--- config.mk ---
export PLATFORM = sky130hd
export DESIGN_NAME = cfgp_target
export DESIGN_NICKNAME = d
export VERILOG_FILES = /design/src/rtl/cfgp_pkg.sv /design/src/rtl/cfgp_sync.sv /design/src/rtl/cfgp_shift.sv /design/src/rtl/cfgp_ctrl.sv /design/src/rtl/cfgp_target.sv
export SDC_FILE = /design/constraint.sdc
export NUM_CORES = 1
export LEC_CHECK = 0
export BUFFER_PORTS_ARGS = -buffer_cell sky130_fd_sc_hd__buf_4
export CAP_MARGIN = 10
export CORE_ASPECT_RATIO = 1.1
export CORE_MARGIN = 2
export CORE_UTILIZATION = 25
export DETAILED_ROUTE_END_ITERATION = 8
export GPL_TIMING_DRIVEN = 0
export PLACE_DENSITY_LB_ADDON = 0.08
export SLEW_MARGIN = 10
export SYNTH_ARGS = -nofsm -noshare
export SYNTH_HDL_FRONTEND = slang
export SYNTH_HIERARCHICAL = 1
export SYNTH_SLANG_ARGS = --single-unit
--- constraint.sdc ---
create_clock -name clk -period 2.1 [get_ports clk]
set_input_delay 0.315 -clock clk [delete_from_list [all_inputs] [get_ports clk]]
set_output_delay 0.315 -clock clk [all_outputs]
set_load 0.1 [all_outputs]
--- src/rtl/cfgp_pkg.sv ---
package cfgp_pkg;
    // Command opcodes (first byte of a frame)
    localparam logic [7:0] OP_ENABLE  = 8'hC6;
    localparam logic [7:0] OP_ERASE   = 8'h0E;
    localparam logic [7:0] OP_INITADR = 8'h46;
    localparam logic [7:0] OP_PROGPG  = 8'h70;
    localparam logic [7:0] OP_PDONE   = 8'h5E;
    localparam logic [7:0] OP_RDSTAT  = 8'h3C;
    localparam logic [7:0] OP_REFRESH = 8'h79;
    localparam logic [7:0] OP_RDID    = 8'hE0;

    // Status word bit positions
    localparam int ST_DONE   = 8;
    localparam int ST_ENAB   = 9;
    localparam int ST_BUSY   = 12;
    localparam int ST_FAIL   = 13;
    localparam int ST_ERR_LO = 23;
    localparam int ST_ERR_HI = 25;

    // Error codes
    localparam logic [2:0] ERR_NONE = 3'd0;
    localparam logic [2:0] ERR_CMD  = 3'd2;
    localparam logic [2:0] ERR_OVF  = 3'd6;

    localparam int WORD_W     = 32;
    localparam int HDR_BYTES  = 4;
endpackage

--- src/rtl/cfgp_sync.sv ---
module cfgp_sync #(
    parameter int           W       = 3,
    parameter int           STAGES  = 2,
    parameter logic [W-1:0] RST_VAL = '0
) (
    input  logic         clk,
    input  logic         rst_n,
    input  logic [W-1:0] d,
    output logic [W-1:0] q
);
    for (genvar b = 0; b < W; b++) begin : g_bit
        logic [STAGES-1:0] chain_d, chain_q;

        always_comb begin
            chain_d = {chain_q[STAGES-2:0], d[b]};
        end

        always_ff @(posedge clk or negedge rst_n) begin
            if (!rst_n) chain_q <= {STAGES{RST_VAL[b]}};
            else        chain_q <= chain_d;
        end

        assign q[b] = chain_q[STAGES-1];
    end
endmodule

--- src/rtl/cfgp_shift.sv ---
module cfgp_shift #(
    parameter int TXW = 32
) (
    input  logic           clk,
    input  logic           rst_n,
    input  logic           sck_s,
    input  logic           cs_s,
    input  logic           mosi_s,
    input  logic           load,
    input  logic [TXW-1:0] load_word,
    output logic           byte_valid,
    output logic [7:0]     byte_data,
    output logic           cs_end,
    output logic           miso
);
    typedef struct packed {
        logic           sck_p;
        logic           cs_p;
        logic [2:0]     bitc;
        logic [7:0]     rx;
        logic           bv;
        logic           end_p;
        logic [TXW-1:0] tx;
        logic           skip;
    } shift_t;

    shift_t s_d, s_q;
    logic   rise, fall;

    always_comb begin
        rise        = sck_s & ~s_q.sck_p;
        fall        = ~sck_s & s_q.sck_p;
        s_d         = s_q;
        s_d.sck_p   = sck_s;
        s_d.cs_p    = cs_s;
        s_d.bv      = 1'b0;
        s_d.end_p   = cs_s & ~s_q.cs_p;
        if (cs_s) begin
            s_d.bitc = '0;
            s_d.tx   = '0;
            s_d.skip = 1'b0;
        end else begin
            if (rise) begin
                s_d.rx   = {s_q.rx[6:0], mosi_s};
                s_d.bitc = s_q.bitc + 3'd1;
                s_d.bv   = (s_q.bitc == 3'd7);
            end
            // Load keeps the first bit for the falling edge that follows the
            // last sampled bit; later falling edges advance the word.
            if (load) begin
                s_d.tx   = load_word;
                s_d.skip = 1'b1;
            end else if (fall) begin
                if (s_q.skip) s_d.skip = 1'b0;
                else          s_d.tx   = {s_q.tx[TXW-2:0], 1'b0};
            end
        end
    end

    always_ff @(posedge clk or negedge rst_n) begin
        if (!rst_n) begin
            s_q       <= '0;
            s_q.cs_p  <= 1'b1;
        end else begin
            s_q <= s_d;
        end
    end

    assign byte_valid = s_q.bv;
    assign byte_data  = s_q.rx;
    assign cs_end     = s_q.end_p;
    assign miso       = s_q.tx[TXW-1];
endmodule

--- src/rtl/cfgp_ctrl.sv ---
module cfgp_ctrl
    import cfgp_pkg::*;
#(
    parameter int          PAGE_BYTES   = 16,
    parameter int          ERASE_CYCLES = 200,
    parameter int          DONE_CYCLES  = 150,
    parameter logic [31:0] ID_WORD      = 32'h0A5B_3C01
) (
    input  logic              clk,
    input  logic              rst_n,
    input  logic              byte_valid,
    input  logic [7:0]        byte_data,
    input  logic              cs_end,
    input  logic              inj_fail,
    input  logic              inj_err_en,
    input  logic [2:0]        inj_err_code,
    output logic              load,
    output logic [WORD_W-1:0] load_word,
    output logic [WORD_W-1:0] status
);
    localparam int FRAME_BYTES = HDR_BYTES + PAGE_BYTES;
    localparam int IDXW        = $clog2(FRAME_BYTES + 2) + 1;
    localparam logic [IDXW-1:0] IDX_SAT = '1;
    localparam int CNT_MAX     = (ERASE_CYCLES > DONE_CYCLES) ? ERASE_CYCLES : DONE_CYCLES;
    localparam int CNTW        = $clog2(CNT_MAX + 1);

    typedef struct packed {
        logic [7:0]      op;
        logic [IDXW-1:0] idx;
        logic            enab;
        logic            done;
        logic            page_ok;
        logic            done_pend;
        logic [2:0]      err;
        logic [CNTW-1:0] cnt;
    } ctrl_t;

    ctrl_t c_d, c_q;

    always_comb begin
        status                        = '0;
        status[ST_BUSY]               = (c_q.cnt != '0);
        status[ST_DONE]               = c_q.done;
        status[ST_ENAB]               = c_q.enab;
        status[ST_FAIL]               = inj_fail;
        status[ST_ERR_HI:ST_ERR_LO]   = inj_err_en ? inj_err_code : c_q.err;

        c_d       = c_q;
        load      = 1'b0;
        load_word = status;

        // Busy window countdown; done settles in the clock busy ends.
        if (c_q.cnt != '0) begin
            c_d.cnt = c_q.cnt - CNTW'(1);
            if (c_q.cnt == CNTW'(1) && c_q.done_pend) begin
                c_d.done      = c_q.page_ok;
                c_d.done_pend = 1'b0;
            end
        end

        if (byte_valid) begin
            if (c_q.idx != IDX_SAT) c_d.idx = c_q.idx + IDXW'(1);
            if (c_q.idx == '0) c_d.op = byte_data;
            if (c_q.idx == IDXW'(HDR_BYTES - 1)) begin
                case (c_q.op)
                    OP_ENABLE: begin
                        c_d.enab = 1'b1;
                        c_d.err  = ERR_NONE;
                    end
                    OP_ERASE: begin
                        c_d.done      = 1'b0;
                        c_d.page_ok   = 1'b0;
                        c_d.done_pend = 1'b0;
                        c_d.cnt       = CNTW'(ERASE_CYCLES);
                    end
                    OP_PDONE: begin
                        c_d.done      = 1'b0;
                        c_d.done_pend = 1'b1;
                        c_d.cnt       = CNTW'(DONE_CYCLES);
                    end
                    OP_RDSTAT: begin
                        load      = 1'b1;
                        load_word = status;
                    end
                    OP_RDID: begin
                        load      = 1'b1;
                        load_word = ID_WORD;
                    end
                    OP_REFRESH: c_d.enab = 1'b0;
                    OP_INITADR, OP_PROGPG: ;
                    default:    c_d.err = ERR_CMD;
                endcase
            end
        end

        if (cs_end) begin
            c_d.idx = '0;
            if (c_q.op == OP_PROGPG && c_q.idx >= IDXW'(HDR_BYTES)) begin
                if (c_q.idx == IDXW'(FRAME_BYTES)) c_d.page_ok = 1'b1;
                else                               c_d.err     = ERR_OVF;
            end
        end
    end

    always_ff @(posedge clk or negedge rst_n) begin
        if (!rst_n) c_q <= '0;
        else        c_q <= c_d;
    end
endmodule

--- src/rtl/cfgp_target.sv ---
module cfgp_target
    import cfgp_pkg::*;
#(
    parameter int          PAGE_BYTES   = 16,
    parameter int          ERASE_CYCLES = 200,
    parameter int          DONE_CYCLES  = 150,
    parameter int          SYNC_STAGES  = 2,
    parameter logic [31:0] ID_WORD      = 32'h0A5B_3C01
) (
    input  logic       clk,
    input  logic       rst_n,
    input  logic       sck,
    input  logic       cs_n,
    input  logic       mosi,
    output logic       miso,
    input  logic       inj_fail,
    input  logic       inj_err_en,
    input  logic [2:0] inj_err_code
);
    logic [2:0]        pins_s;
    logic              sck_s, cs_s, mosi_s;
    logic              byte_valid_w, cs_end_w, load_w;
    logic [7:0]        byte_data_w;
    logic [WORD_W-1:0] load_word_w, status_w;

    cfgp_sync #(
        .W       (3),
        .STAGES  (SYNC_STAGES),
        .RST_VAL (3'b100)
    ) i_sync (
        .clk   (clk),
        .rst_n (rst_n),
        .d     ({cs_n, sck, mosi}),
        .q     (pins_s)
    );

    assign cs_s   = pins_s[2];
    assign sck_s  = pins_s[1];
    assign mosi_s = pins_s[0];

    cfgp_shift #(.TXW(WORD_W)) i_shift (
        .clk        (clk),
        .rst_n      (rst_n),
        .sck_s      (sck_s),
        .cs_s       (cs_s),
        .mosi_s     (mosi_s),
        .load       (load_w),
        .load_word  (load_word_w),
        .byte_valid (byte_valid_w),
        .byte_data  (byte_data_w),
        .cs_end     (cs_end_w),
        .miso       (miso)
    );

    cfgp_ctrl #(
        .PAGE_BYTES   (PAGE_BYTES),
        .ERASE_CYCLES (ERASE_CYCLES),
        .DONE_CYCLES  (DONE_CYCLES),
        .ID_WORD      (ID_WORD)
    ) i_ctrl (
        .clk          (clk),
        .rst_n        (rst_n),
        .byte_valid   (byte_valid_w),
        .byte_data    (byte_data_w),
        .cs_end       (cs_end_w),
        .inj_fail     (inj_fail),
        .inj_err_en   (inj_err_en),
        .inj_err_code (inj_err_code),
        .load         (load_w),
        .load_word    (load_word_w),
        .status       (status_w)
    );
endmodule

# == Yosys cells after proc, flatten, opt, wreduce, memory -nomap -nowiden ==
# Cells that the tools add are included.
# word_totals
wordCells,96
register_bits,83
output_inout_bits,1
in_bits,10
# op_classes
n_addsub,3
n_mux,35
n_bitwise,7
n_lt_le_gt_ge,1
n_eq_ne,14
reduce_logical,17
# ops
cell,n
33-bit 2-to-1 mux,3
32-bit 2-to-1 mux,3
"8-bit by 7-bit == test with 1-bit output, second input constant",4
28-bit 2-to-1 mux,1
21-bit 2-to-1 mux,1
"8-bit == test, second input constant",2
8-bit case mux with 2 select lines,1
15-bit 2-to-1 mux,1
3-bit 2-to-1 mux,5
1-bit 2-to-1 mux,13
12-bit 2-to-1 mux,1
6-bit 2-to-1 mux,2
"8-bit by 1-bit == test with 1-bit output, second input constant",1
"8-bit by 4-bit == test with 1-bit output, second input constant",1
"8-bit by 6-bit == test with 1-bit output, second input constant",1
8-bit 2-to-1 mux,1
2-bit AND reduction,4
2-bit nonzero test,4
8-bit nonzero test,1
"8-bit by 1-bit subtractor with 8-bit output, second input constant",1
7-bit OR reduction,1
"6-bit by 1-bit adder with 6-bit output, second input constant",1
"6-bit by 2-bit == test with 1-bit output, second input constant",1
"6-bit by 5-bit == test with 1-bit output, second input constant",1
14 further kinds,22

# == Depth between registers and ports, before layout ==
# Gate-level depths: netlist of run 1.
# logic_depth
ltp_word,10
ltp_mapped,9
mapped_depth_nobuf,7

# == Hierarchy ==
# The synthesis of run 1 kept the hierarchy.
# modules_own_cells
module,cells_each,seq_area_each_um2,area_each_um2,instances
cfgp_shift,227,1202.4,2502.4,1
cfgp_ctrl,221,725.7,2085.8,1
cfgp_sync,9,152.6,175.2,1

# == Worst setup path after synthesis of run 1 ==
# No wires, ideal clock.
# synth_path
path_kind,flip-flop to flip-flop
start,reg i_ctrl/c_q[18] (netlist bit)
end,reg i_shift/s_q[11] (netlist bit)
path_buffers,2
setup_ps,104
t_arrival_ps,1947
required_ps,1996
period_less_slack_ps,2051
path_stages_with_launch,8
slack_ps,49
path_cell_list,dfrtp_1 -> buf_6 -> nor4_4 -> nand3_2 -> nor4_4 -> buf_4 -> inv_1 -> a221oi_1
# synth_between
elab_chain_cells,5
elab_cells_between_ends,10
classes_between,eq/ne (2); mux (6); reduce/logical (2)
# synth_rtl
item,line_no,rtl
start: declaration,cfgp_ctrl.sv:38,"ctrl_t c_d, c_q;"
start signal: assignment,cfgp_ctrl.sv:106,if (!rst_n) c_q <= '0;
start signal: assignment,cfgp_ctrl.sv:107,else c_q <= c_d;
6-bit by 2-bit == test with 1-bit output,cfgp_ctrl.sv:64,if (c_q.idx == IDXW'(HDR_BYTES - 1)) begin
32-bit 2-to-1 mux,cfgp_ctrl.sv:64,
32-bit 2-to-1 mux,cfgp_ctrl.sv:61,if (byte_valid) begin
via load_word_w[10],cfgp_target.sv:24,"logic [WORD_W-1:0] load_word_w, status_w;"
33-bit 2-to-1 mux,cfgp_shift.sv:50,if (load) begin
33-bit 2-to-1 mux,cfgp_shift.sv:38,if (cs_s) begin
end: declaration,cfgp_shift.sv:27,"shift_t s_d, s_q;"
# The timed path passes the listed nets, and every way through them passes these cells.
# A chain may end at the register's enable or synchronous reset.

# == Worst setup path in the final report of run 1 ==
# layout_path
start,reg i_ctrl/c_q[25] (netlist bit)
end,reg i_shift/s_q[18] (netlist bit)
# layout_between
elab_chain_cells,7
elab_cells_between_ends,14
classes_between,eq/ne (3); mux (8); reduce/logical (3)
# layout_rtl
item,line_no,rtl
8-bit by 6-bit == test with 1-bit output or 8-bit == test (tied branches),cfgp_ctrl.sv:65,case (c_q.op)
2-bit OR reduction (no line) (*),n/a,
1-bit 2-to-1 mux (*),cfgp_ctrl.sv:65,
1-bit 2-to-1 mux (*),cfgp_ctrl.sv:64,
1-bit 2-to-1 mux (*),cfgp_ctrl.sv:61,
via load_w,cfgp_target.sv:22,"logic byte_valid_w, cs_end_w, load_w;"
"3-bit by 2-bit != test with 1-bit output (no line), or another cell as far along",n/a,
2-bit AND reduction (no line) or 33-bit 2-to-1 mux (tied branches),n/a,
# Mark *: on every way through the listed nets, which the timed path passes. The rest lies on a longest branch.

==> flow_metrics.py, run 1 <==
metrics = {
    "route": {
        "wl_per_cell_um": 13.6,
        "vias_per_cell": 4.26,
        "detail_route.drc_violations": 0,
        "drt_pass1_iterations": 4,
        "dr_total_vias": 3035,
        "route.antenna.remaining_nets": 0,
        "drt_iter0_markers": 81,
        "drt_wl_total_mm": 9.67,
    },
    "power": {
        "p_per_area_mw_per_mm2": 674,
        "p_sw_share_pct": 22.8,
        "p_clk_share_pct": 43.4,
        "pwr-share-comb_pct": 9.0,
        "p_leak_nw": 2.30,
        "sequentialPowerShare_pct": 47.7,
        "fin_total_pwr_mw": 3.62,
        "ir_worst_vdd_v": 0.000349,
        "internal-power_mw": 2.79,
        "switching_power_mw": 0.825,
    },
    "layout": {
        "final_nets": 485,
        "fillcell_total": 1862,
        "share_of_post_route_cells_with_drive_strength_above_1_pct": 32.7,
        "layout.area.seq_mm2": 0.00208,
        "multi_input_comb_area_mm2": 0.00196,
        "synthToLayoutAreaGrowth_pct": 17.9,
        "post_layout_nonfiller_instances": 712,
        "num_antenna_cells": 0,
    },
    "cts": {
        "clockRootBuffer": "sky130_fd_sc_hd__clkbuf_16",
        "worst_setup_hold_path_clk_slew_ps": 60,
        "insertion_delay_ps": 340,
        "cts-htree-levels": 3,
        "cts_buffers": 9,
        "cts.sinks": 83,
        "cts_buffer_depth": 2,
        "tritoncts": "built",
    },
    "place": {
        "placed_cells_incl_taps": 692,
        "dp.final_hpwl_mm": 6.44,
        "portBuffers": 10,
        "gpl.final_weighted_congestion": 0.699,
        "dpl_worst_slack_ps": -505,
    },
    "run_status": {
        "status": "completed",
    },
    "sta": {
        "fin_skew_ps": 7.61,
        "hold_viol_final": 0,
        "worst-slew-pin-transition_ps": 835,
        "setup_viol_count_final": 0,
        "period_share_pct": 95.3,
        "fin_hold_ws_ps": 32.1,
        "final.min_clock_period_ps": 2000,
        "fin_setup_tns_ps": 0,
        "slew_violations": 0,
        "post-route-worst-setup-slack_ps": 99.5,
        "max_freq_mhz": 500,
        "slew_headroom_pct": 44.3,
        "rsz0062_at_grt": "true",
    },
    "floorplan": {
        "die_x_um": 133,
        "design.core.area_mm2": 0.0178,
        "floorplan.die.height_um": 146,
        "die_area_mm2": 0.0193,
        "io_pins": 11,
        "start_util_pct": 25.6,
        "placementRows": 51,
    },
    "synthesis": {
        "syn_inst": 429,
        "yosysWarnings": 6,
        "synthesis.area_per_instance_um2": 10.6,
        "syn_area_mm2": 0.00455,
    },
    "job": {
        "max_cap_viol_count": 0,
    },
    "critical_path": {
        "worstPathRequired_ps": 2350,
        "setup.worst_path.start": "i_ctrl/c_q[25]$_DFFE_PN0P_",
        "timing_worst_setup_path_type": "reg -> reg",
        "critPathLaunchType": "flip-flop",
        "critPathMaxFanout": 10,
        "crit_arrival_ps": 2250,
        "timing.critical_path.to_type": "flip-flop",
        "crit-reg2reg-launch": "i_ctrl/c_q[25]$_DFFE_PN0P_",
    },
    "grt": {
        "overall_global_routing_resource_usage_pct": 10.9,
        "maximum_number_of_pins_on_one_net_before_global_route_repair": 84,
        "grt-ovfl-total": 0,
        "grt_first_pass_wirelength_mm": 16.8,
        "first_global_vias": 3201,
        "antenna_found_initial": 0,
    },
    "min_path": {
        "worstHoldPathType": "in -> async",
    },
}
==> registers in the layout, indices dropped and copies added, names as in the netlist <==
name and flops:
i_shift/byte_data 8, i_shift/miso 1, i_ctrl/c_q 27, i_sync/g_bit.chain_q 6
i_ctrl/status 2, i_shift/cs_end 1, i_shift/byte_valid 1, i_shift/s_q 37
==> placed cells by master (no fill, tap or decap), types with 4 or more instances in the layout <==
| cell type | count |
|---|---|
| sky130_fd_sc_hd__buf_4 | 51 |
| sky130_fd_sc_hd__o21ai_0 | 9 |
| sky130_fd_sc_hd__nand2_1 | 41 |
| sky130_fd_sc_hd__dfrtp_1 | 77 |
| sky130_fd_sc_hd__conb_1 | 16 |
| sky130_fd_sc_hd__nand2b_1 | 4 |
| sky130_fd_sc_hd__xnor2_1 | 9 |
| sky130_fd_sc_hd__mux2_2 | 16 |
| sky130_fd_sc_hd__buf_6 | 9 |
| sky130_fd_sc_hd__clkbuf_8 | 4 |
| sky130_fd_sc_hd__inv_1 | 38 |
| sky130_fd_sc_hd__nor3_1 | 6 |
| sky130_fd_sc_hd__a221oi_2 | 31 |
| sky130_fd_sc_hd__nand3_1 | 5 |
| sky130_fd_sc_hd__a21oi_1 | 39 |
| sky130_fd_sc_hd__mux2i_1 | 6 |
| sky130_fd_sc_hd__clkbuf_16 | 9 |
| sky130_fd_sc_hd__nor2b_1 | 5 |
| sky130_fd_sc_hd__nor2_1 | 22 |
| sky130_fd_sc_hd__ha_1 | 6 |
| sky130_fd_sc_hd__buf_2 | 7 |
==> power groups by stage <==
stage	combinational (mW)	sequential (mW)	clock (mW)
5_1_grt	0.360	1.74	1.71
6_report	0.325	1.72	1.57
3_3_place_gp	0.328	1.75	0
2_1_floorplan	0.246	1.74	0
4_1_cts	0.333	1.72	1.67
3_5_place_dp	0.332	1.75	0
==> critical path, cell delays in order (launching register included) <==
cell                       delay, ps
sky130_fd_sc_hd__dfrtp_2         460
sky130_fd_sc_hd__nor2b_2         190
sky130_fd_sc_hd__and4_1          200
sky130_fd_sc_hd__o21ai_0         240
sky130_fd_sc_hd__nor2_1          100
sky130_fd_sc_hd__buf_4           180
sky130_fd_sc_hd__clkbuf_4        230
sky130_fd_sc_hd__a221oi_2        290
==> final timing paths <==
check	to	slack, ps	depth (start not counted)
min in group clk	i_sync/g_bit[0].chain_q[0]$_DFF_PN0_	80	1
min	i_ctrl/c_q[5]$_DFF_PN0_	30	1
min reg2reg	i_sync/g_bit[2].chain_q[1]$_DFF_PN1_	350	0
max in group asynchronous	i_ctrl/c_q[19]$_DFFE_PN0P_	1440	1
max	i_shift/s_q[18]$_DFFE_PN0P_	100	7
max reg2reg	i_shift/s_q[18]$_DFFE_PN0P_	100	7
==> cell type report <==
| type | instances | share of cell area (%) |
|---|---|---|
| Sequential cell | 83 | 38.8 |
| Multi-Input combinational cell | 263 | 36.6 |
| Buffer | 57 | 8.30 |
| Tap cell | 238 | 5.55 |
| Clock buffer | 15 | 5.36 |
| Inverter | 39 | 2.73 |
| Timing Repair Buffer | 16 | 2.54 |
| Clock inverter | 1 | 0.0933 |
==> routing by layer <==
metal	share of wire, %	GRT usage, %
met1	49	14.8
met4	2.1	4.84
met5	0	0
met2	46	17.0
met3	2.2	1.92
==> through the flow <==
step,utilization (%),area (µm²)
final,30.1,5370
after floorplan,-,4610
after global placement,28.0,4980
after detailed placement,28.0,4980
after CTS,29.9,5320
after global routing,30.1,5370
==> timing repair <==
item,CTS,global route
pin swaps,1,7
buffers inserted,2,4
resized for setup,9,7
setup endpoints to repair,31,29
hold buffers,0,0
Power figures use the tool's default switching activity.
==> run 2: changes to the inputs <==
==> constraint.sdc (replaced) <==
create_clock -name clk -period 2.1 [get_ports clk]
set_input_delay 0 -clock clk [delete_from_list [all_inputs] [get_ports clk]]
set_output_delay 0 -clock clk [all_outputs]
set_load 0.1 [all_outputs]
==> run 2 against run 1 <==
Net effect: via count increased by 0.99%; clock skew about the same; critical path type unchanged; sequential power about the same; critical endpoint unchanged; largest power group unchanged.
==> flow_metrics.py, run 2 (synthesis gave the netlist of run 1 again) <==
metrics = {
    "layout": {
        "post_layout_nonfiller_instances": 716,
        "synthToLayoutAreaGrowth_pct": 18.7,
        "share_of_post_route_cells_with_drive_strength_above_1_pct": 32.4,
        "fillcell_total": 1859,
        "final_nets": 489,
        "largest_register_ff_count": 37,
        "layout.area.seq_mm2": 0.00208,
        "layout_common_cells": "77 x sky130_fd_sc_hd__dfrtp_1, 51 x sky130_fd_sc_hd__buf_4, 41 x sky130_fd_sc_hd__nand2_1",
        "final_common_cell": "sky130_fd_sc_hd__dfrtp_1",
        "multi_input_comb_area_mm2": 0.00196,
        "num_antenna_cells": 0,
        "registers.top_by_ff_count": "i_shift/s_q",
    },
    "critical_path": {
        "timing.critical_path.to_type": "flip-flop",
        "timing_worst_setup_path_type": "reg -> reg",
        "critPathMaxFanout": 10,
        "r2r_cells": 7,
        "crit_arrival_ps": 2250,
        "worstPathRequired_ps": 2350,
        "setup.worst_path.start": "i_ctrl/c_q[25]$_DFFE_PN0P_",
        "crit-reg2reg-launch": "i_ctrl/c_q[25]$_DFFE_PN0P_",
        "critPathLaunchType": "flip-flop",
    },
    "place": {
        "placed_cells_incl_taps": 692,
        "dp.final_hpwl_mm": 6.44,
        "gpl.final_weighted_congestion": 0.699,
        "portBuffers": 10,
    },
    "floorplan": {
        "floorplan.die.height_um": 146,
        "die_area_mm2": 0.0193,
        "placementRows": 51,
        "io_pins": 11,
        "design.core.area_mm2": 0.0178,
        "start_util_pct": 25.6,
        "die_x_um": 133,
    },
    "route": {
        "dr_total_vias": 3065,
        "drt_pass1_iterations": 4,
        "vias_per_cell": 4.28,
        "drt_iter0_markers": 91,
        "detail_route.drc_violations": 0,
        "wl_per_cell_um": 13.6,
        "route.antenna.remaining_nets": 0,
        "drt_wl_total_mm": 9.71,
    },
    "grt": {
        "antenna_found_initial": 0,
        "first_global_vias": 3195,
        "overall_global_routing_resource_usage_pct": 10.9,
        "grt-ovfl-total": 0,
        "maximum_number_of_pins_on_one_net_before_global_route_repair": 84,
        "grt_first_pass_wirelength_mm": 16.8,
    },
    "cts": {
        "clockRootBuffer": "sky130_fd_sc_hd__clkbuf_16",
        "cts_buffers": 9,
        "insertion_delay_ps": 340,
        "cts.sinks": 83,
        "tritoncts": "built",
        "cts_buffer_depth": 2,
        "worst_setup_hold_path_clk_slew_ps": 60,
        "cts-htree-levels": 3,
    },
    "job": {
        "max_cap_viol_count": 0,
    },
    "min_path": {
        "worstHoldPathType": "in -> reg",
        "worst_hold_startpoint": "inj_fail",
        "worstHoldPathCells": 4,
    },
    "sta": {
        "fin_hold_ws_ps": 142,
        "slew_violations": 0,
        "fin_skew_ps": 7.56,
        "setup_viol_count_final": 0,
        "worst-slew-pin-transition_ps": 841,
        "hold_viol_final": 0,
        "period_share_pct": 95.1,
        "final.min_clock_period_ps": 2000,
        "slew_headroom_pct": 43.9,
        "rsz0062_at_grt": "true",
        "max_freq_mhz": 501,
    },
    "power": {
        "ir_worst_vdd_v": 0.000349,
        "p_per_area_mw_per_mm2": 670,
        "p_leak_nw": 2.32,
        "fin_total_pwr_mw": 3.62,
    },
    "run_status": {
        "status": "completed",
    },
}
## run 2: changes by cell type in the layout (fill, tap and decap cells not counted), sizes merged
cell and change:
dlygate4sd3 +4
## run 2: layout make-up
type / count / area share (%)
clock inverter: 1 / 0.0926
clock buffer: 15 / 5.32
inverter: 39 / 2.71
sequential: 83 / 38.6
buffer: 57 / 8.24
tap: 238 / 5.51
timing repair buffer: 20 / 3.26
multi-input combinational: 263 / 36.3
## run 2: worst paths after layout
| check | to | slack (ps) |
|---|---|---|
| max in group asynchronous | i_ctrl/c_q[19]$_DFFE_PN0P_ | 1180 |
| max reg2reg | i_shift/s_q[18]$_DFFE_PN0P_ | 100 |
| min in group asynchronous | i_ctrl/c_q[5]$_DFF_PN0_ | 290 |
| min | i_shift/s_q[14]$_DFFE_PN0P_ | 140 |
| min reg2reg | i_sync/g_bit[2].chain_q[1]$_DFF_PN1_ | 350 |
| max | i_shift/s_q[18]$_DFFE_PN0P_ | 100 |
## run 2: per-stage QoR
stage | area (µm²) | utilization (%) | TNS (ps) | setup slack [ps]
global route | 5410 | 30.4 | -154 | -44.0
detailed placement | 4980 | 28.0 | -9670 | -505
floorplan | 4610 | - | 0 | 49.2
finish | 5410 | 30.4 | 0 | 102
CTS | 5360 | 30.1 | 0 | 28.8
global placement | 4980 | 28.0 | -8660 | -460
## run 2: critical path, stage by stage, from the launching register on
cell and delay, ps:
sky130_fd_sc_hd__dfrtp_2 460, sky130_fd_sc_hd__nor2b_2 190, sky130_fd_sc_hd__and4_1 200, sky130_fd_sc_hd__o21ai_0 240, sky130_fd_sc_hd__nor2_1 100, sky130_fd_sc_hd__buf_4 180, sky130_fd_sc_hd__clkbuf_4 230, sky130_fd_sc_hd__a221oi_2 290
## run 2: layer usage
| metal | vias up | wire length (µm) | GRT usage, % | share of wire (%) |
|---|---|---|---|---|
| li1 | 1508 | - | - | - |
| met1 | 1514 | 4780 | 14.8 | 49 |
| met2 | 32 | 4490 | 16.9 | 46 |
| met3 | 11 | 232 | 1.92 | 2.4 |
| met4 | 0 | 200 | 4.84 | 2.1 |
| met5 | - | 0 | 0 | 0 |
## run 2: power breakdown
group	internal (mW)	total (mW)	switching (mW)
Combinational	0.191	0.331	0.140
Clock	0.931	1.57	0.637
Sequential	1.68	1.72	0.0481
Total	2.80	3.62	0.825
## run 2: timing repair
action                                  in CTS  in global routing
hold endpoints to repair                    83                  0
setup buffers                                2                  4
gates resized for setup                      9                  7
pin swaps                                    1                  7
endpoints found under the setup margin      31                 29
hold buffers                                 4                  0
==> run 3: changes to the inputs <==
--- a/config.mk
+++ b/config.mk
@@ -5,10 +5,11 @@
 export SDC_FILE = /design/constraint.sdc
 export NUM_CORES = 1
 export LEC_CHECK = 0
+export ABC_AREA = 1
 export BUFFER_PORTS_ARGS = -buffer_cell sky130_fd_sc_hd__buf_4
 export CAP_MARGIN = 10
 export CORE_ASPECT_RATIO = 1.1
-export CORE_MARGIN = 2
+export CORE_MARGIN = 5
 export CORE_UTILIZATION = 25
 export DETAILED_ROUTE_END_ITERATION = 8
 export GPL_TIMING_DRIVEN = 0
==> run 3 against run 2 <==
Net effect: die area grew 10%; synthesized area grew 1.2%; sequential share of layout area shrank 0.12 points; clock skew grew 3.9 ps; final cell count grew 24%; core utilization shrank 0.76 points; clock power grew 6%; via count grew 22%; worst setup slack gained 170 ps; global-route usage shrank 0.44 points; critical path depth grew 6; critical path type unchanged; largest cell class unchanged.
==> flow_metrics.py, run 3 <==
metrics = {
    "cts": {
        "cts_buffer_depth": 2,
        "cts_buffers": 9,
        "cts-htree-levels": 3,
        "clockRootBuffer": "sky130_fd_sc_hd__clkbuf_16",
        "cts_post_setup_buffers_inserted": 0,
        "tritoncts": "built",
        "insertion_delay_ps": 340,
        "worst_setup_hold_path_clk_slew_ps": 70,
        "cts.sinks": 83,
    },
    "place": {
        "placed_cells_incl_taps": 869,
        "portBuffers": 10,
        "dp.final_hpwl_mm": 7.22,
        "gpl.final_weighted_congestion": 0.770,
    },
    "route": {
        "wl_per_cell_um": 11.7,
        "vias_per_cell": 4.20,
        "dr_total_vias": 3738,
        "drt_iter0_markers": 149,
        "drt_wl_total_mm": 10.4,
        "top_layer": "met4",
        "drt_pass1_iterations": 4,
        "detail_route.drc_violations": 0,
        "route.antenna.remaining_nets": 0,
        "drt-met1-wl_mm": 5.14,
        "wl_met2_mm": 4.83,
        "wl_met3_um": 247,
    },
    "power": {
        "pwr-share-comb_pct": 7.6,
        "ir_worst_vdd_v": 0.000360,
        "p_leak_nw": 2.91,
        "sequentialPowerShare_pct": 46.4,
        "p_clk_share_pct": 46.1,
        "p_sw_share_pct": 22.9,
        "fin_total_pwr_mw": 3.61,
        "switching_power_mw": 0.825,
        "p_per_area_mw_per_mm2": 667,
        "internal-power_mw": 2.78,
    },
    "grt": {
        "overall_global_routing_resource_usage_pct": 10.5,
        "grt-ovfl-total": 0,
        "maximum_number_of_pins_on_one_net_before_global_route_repair": 84,
        "grt_first_pass_wirelength_mm": 18.2,
        "first_global_vias": 3656,
        "antenna_found_initial": 0,
    },
    "layout": {
        "final_common_cell": "sky130_fd_sc_hd__nand2_1",
        "final_nets": 657,
        "registers.top_by_ff_count": "i_shift/s_q",
        "synthToLayoutAreaGrowth_pct": 17.5,
        "post_layout_nonfiller_instances": 889,
        "layout_common_cells": "209 x sky130_fd_sc_hd__nand2_1, 83 x sky130_fd_sc_hd__nand3_1, 80 x sky130_fd_sc_hd__dfrtp_1",
        "num_antenna_cells": 0,
        "largest_register_ff_count": 37,
        "share_of_post_route_cells_with_drive_strength_above_1_pct": 16.7,
    },
    "run_status": {
        "status": "completed",
    },
    "critical_path": {
        "slowest_stage": "sky130_fd_sc_hd__dfrtp_1",
        "timing_worst_setup_path_type": "reg -> reg",
        "timing.critical_path.to_type": "flip-flop",
        "crit-reg2reg-launch": "i_ctrl/c_q[23]$_DFFE_PN0P_",
        "critPathLaunchType": "flip-flop",
        "crit_buf_inv": 4,
        "endpoint": "i_shift/miso$_DFFE_PN0P_",
        "crit_arrival_ps": 2070,
        "rr_endpoint": "i_shift/miso$_DFFE_PN0P_",
        "timing.critical_path.max_delay_family": "simple AND/OR/NAND/NOR gates",
        "cp.depth": 13,
        "timing.reg2reg.setup_slack_ps": 270,
        "slowest_delay_ps": 390,
        "cp_common_cell": "sky130_fd_sc_hd__nand2_1",
        "cp_cell_sequence": "inv_1 > nand2_1 > nor2_1 > nand2_2 > a21oi_2 > buf_6 > nor2_4 > buf_6 > buf_8 > nand2_1 > nand2_1 > nand2_1 > nand2_1",
        "critPathMaxFanout": 10,
        "setup.worst_path.start": "i_ctrl/c_q[23]$_DFFE_PN0P_",
        "r2r_cells": 13,
        "worstPathRequired_ps": 2340,
    },
    "floorplan": {
        "design.core.area_mm2": 0.0183,
        "die_area_mm2": 0.0213,
        "io_pins": 11,
        "placementRows": 52,
        "die_x_um": 139,
        "start_util_pct": 25.2,
        "floorplan.die.height_um": 152,
    },
    "sta": {
        "hold_viol_final": 0,
        "final.min_clock_period_ps": 1830,
        "setup_viol_count_final": 0,
        "fin_setup_tns_ps": 0,
        "rsz0062_at_grt": "false",
        "max_freq_mhz": 547,
        "worst-slew-pin-transition_ps": 841,
        "slew_violations": 0,
        "fin_skew_ps": 11.4,
        "slew_headroom_pct": 43.9,
        "period_share_pct": 87.1,
    },
    "job": {
        "max_cap_viol_count": 0,
    },
    "min_path": {
        "worstHoldPathType": "in -> reg",
    },
    "synthesis": {
        "syn_area_mm2": 0.00461,
        "synthesis.area_per_instance_um2": 7.67,
        "syn_inst": 601,
        "yosysWarnings": 6,
    },
}
## run 3: routing by layer
metal  track usage, %  vias to the layer above
li1                 -                     1929
met1             14.3                     1765
met2             16.2                       31
met3             1.88                       13
met4             4.47                        0
met5                0                        -
## run 3: what timing repair did
action / 4_1_cts / 5_1_grt
endpoints found under the hold margin: 83 / 0
hold buffers: 4 / 0
resized for setup: 0 / 3
endpoints found under the setup margin: 0 / 21
## run 3: layout make-up
class,instances,area (µm²)
plain buffers,57,440
clock buffers,12,267
clock inverters,4,47.5
fillers,2018,12900
inverters,46,173
multi-input cells,430,1980
flip-flops and latches,83,2080
well taps,243,304
repair buffers,14,119
## run 3: worst register-to-register path: stages (launching register included)
cell                      delay, ps
sky130_fd_sc_hd__dfrtp_1        390
sky130_fd_sc_hd__inv_1          120
sky130_fd_sc_hd__nand2_1         90
sky130_fd_sc_hd__nor2_1         130
sky130_fd_sc_hd__nand2_2        140
sky130_fd_sc_hd__a21oi_2        180
sky130_fd_sc_hd__buf_6          140
sky130_fd_sc_hd__nor2_4          40
sky130_fd_sc_hd__buf_6          140
sky130_fd_sc_hd__buf_8          150
sky130_fd_sc_hd__nand2_1         60
sky130_fd_sc_hd__nand2_1         60
sky130_fd_sc_hd__nand2_1         70
sky130_fd_sc_hd__nand2_1         40
## run 3: how the worst min path moves through the flow
stage | from | to | slack (ps) | depth (start not counted)
after floorplan | rst_n | i_ctrl/c_q[0]$_DFF_PN0_ | -300 | 0
after global placement | mosi | i_sync/g_bit[0].chain_q[0]$_DFF_PN0_ | 110 | 1
after detailed placement | cs_n | i_sync/g_bit[2].chain_q[0]$_DFF_PN1_ | 110 | 1
after CTS | inj_fail | i_shift/s_q[14]$_DFFE_PN0P_ | 80 | 6
after global routing | inj_fail | i_shift/s_q[14]$_DFFE_PN0P_ | 120 | 6
final | inj_fail | i_shift/s_q[14]$_DFFE_PN0P_ | 100 | 6
## run 3: power by group through the flow
stage	clock (mW)	sequential, mW	combinational, mW
global route	1.82	1.68	0.312
CTS	1.74	1.67	0.281
global placement	0	1.70	0.273
detailed placement	0	1.70	0.274
floorplan	0	1.70	0.184
finish	1.66	1.67	0.273
## run 3: stage by stage
stage	area [µm²]	worst slack (ps)	utilization [%]	hold WS, ps
finish	5410	272	29.6	99.4
global route	5410	37.2	29.6	122
CTS	5400	108	29.5	76.8
detailed placement	5040	123	27.6	110
global placement	5040	110	27.6	109
floorplan	4670	439	-	-296
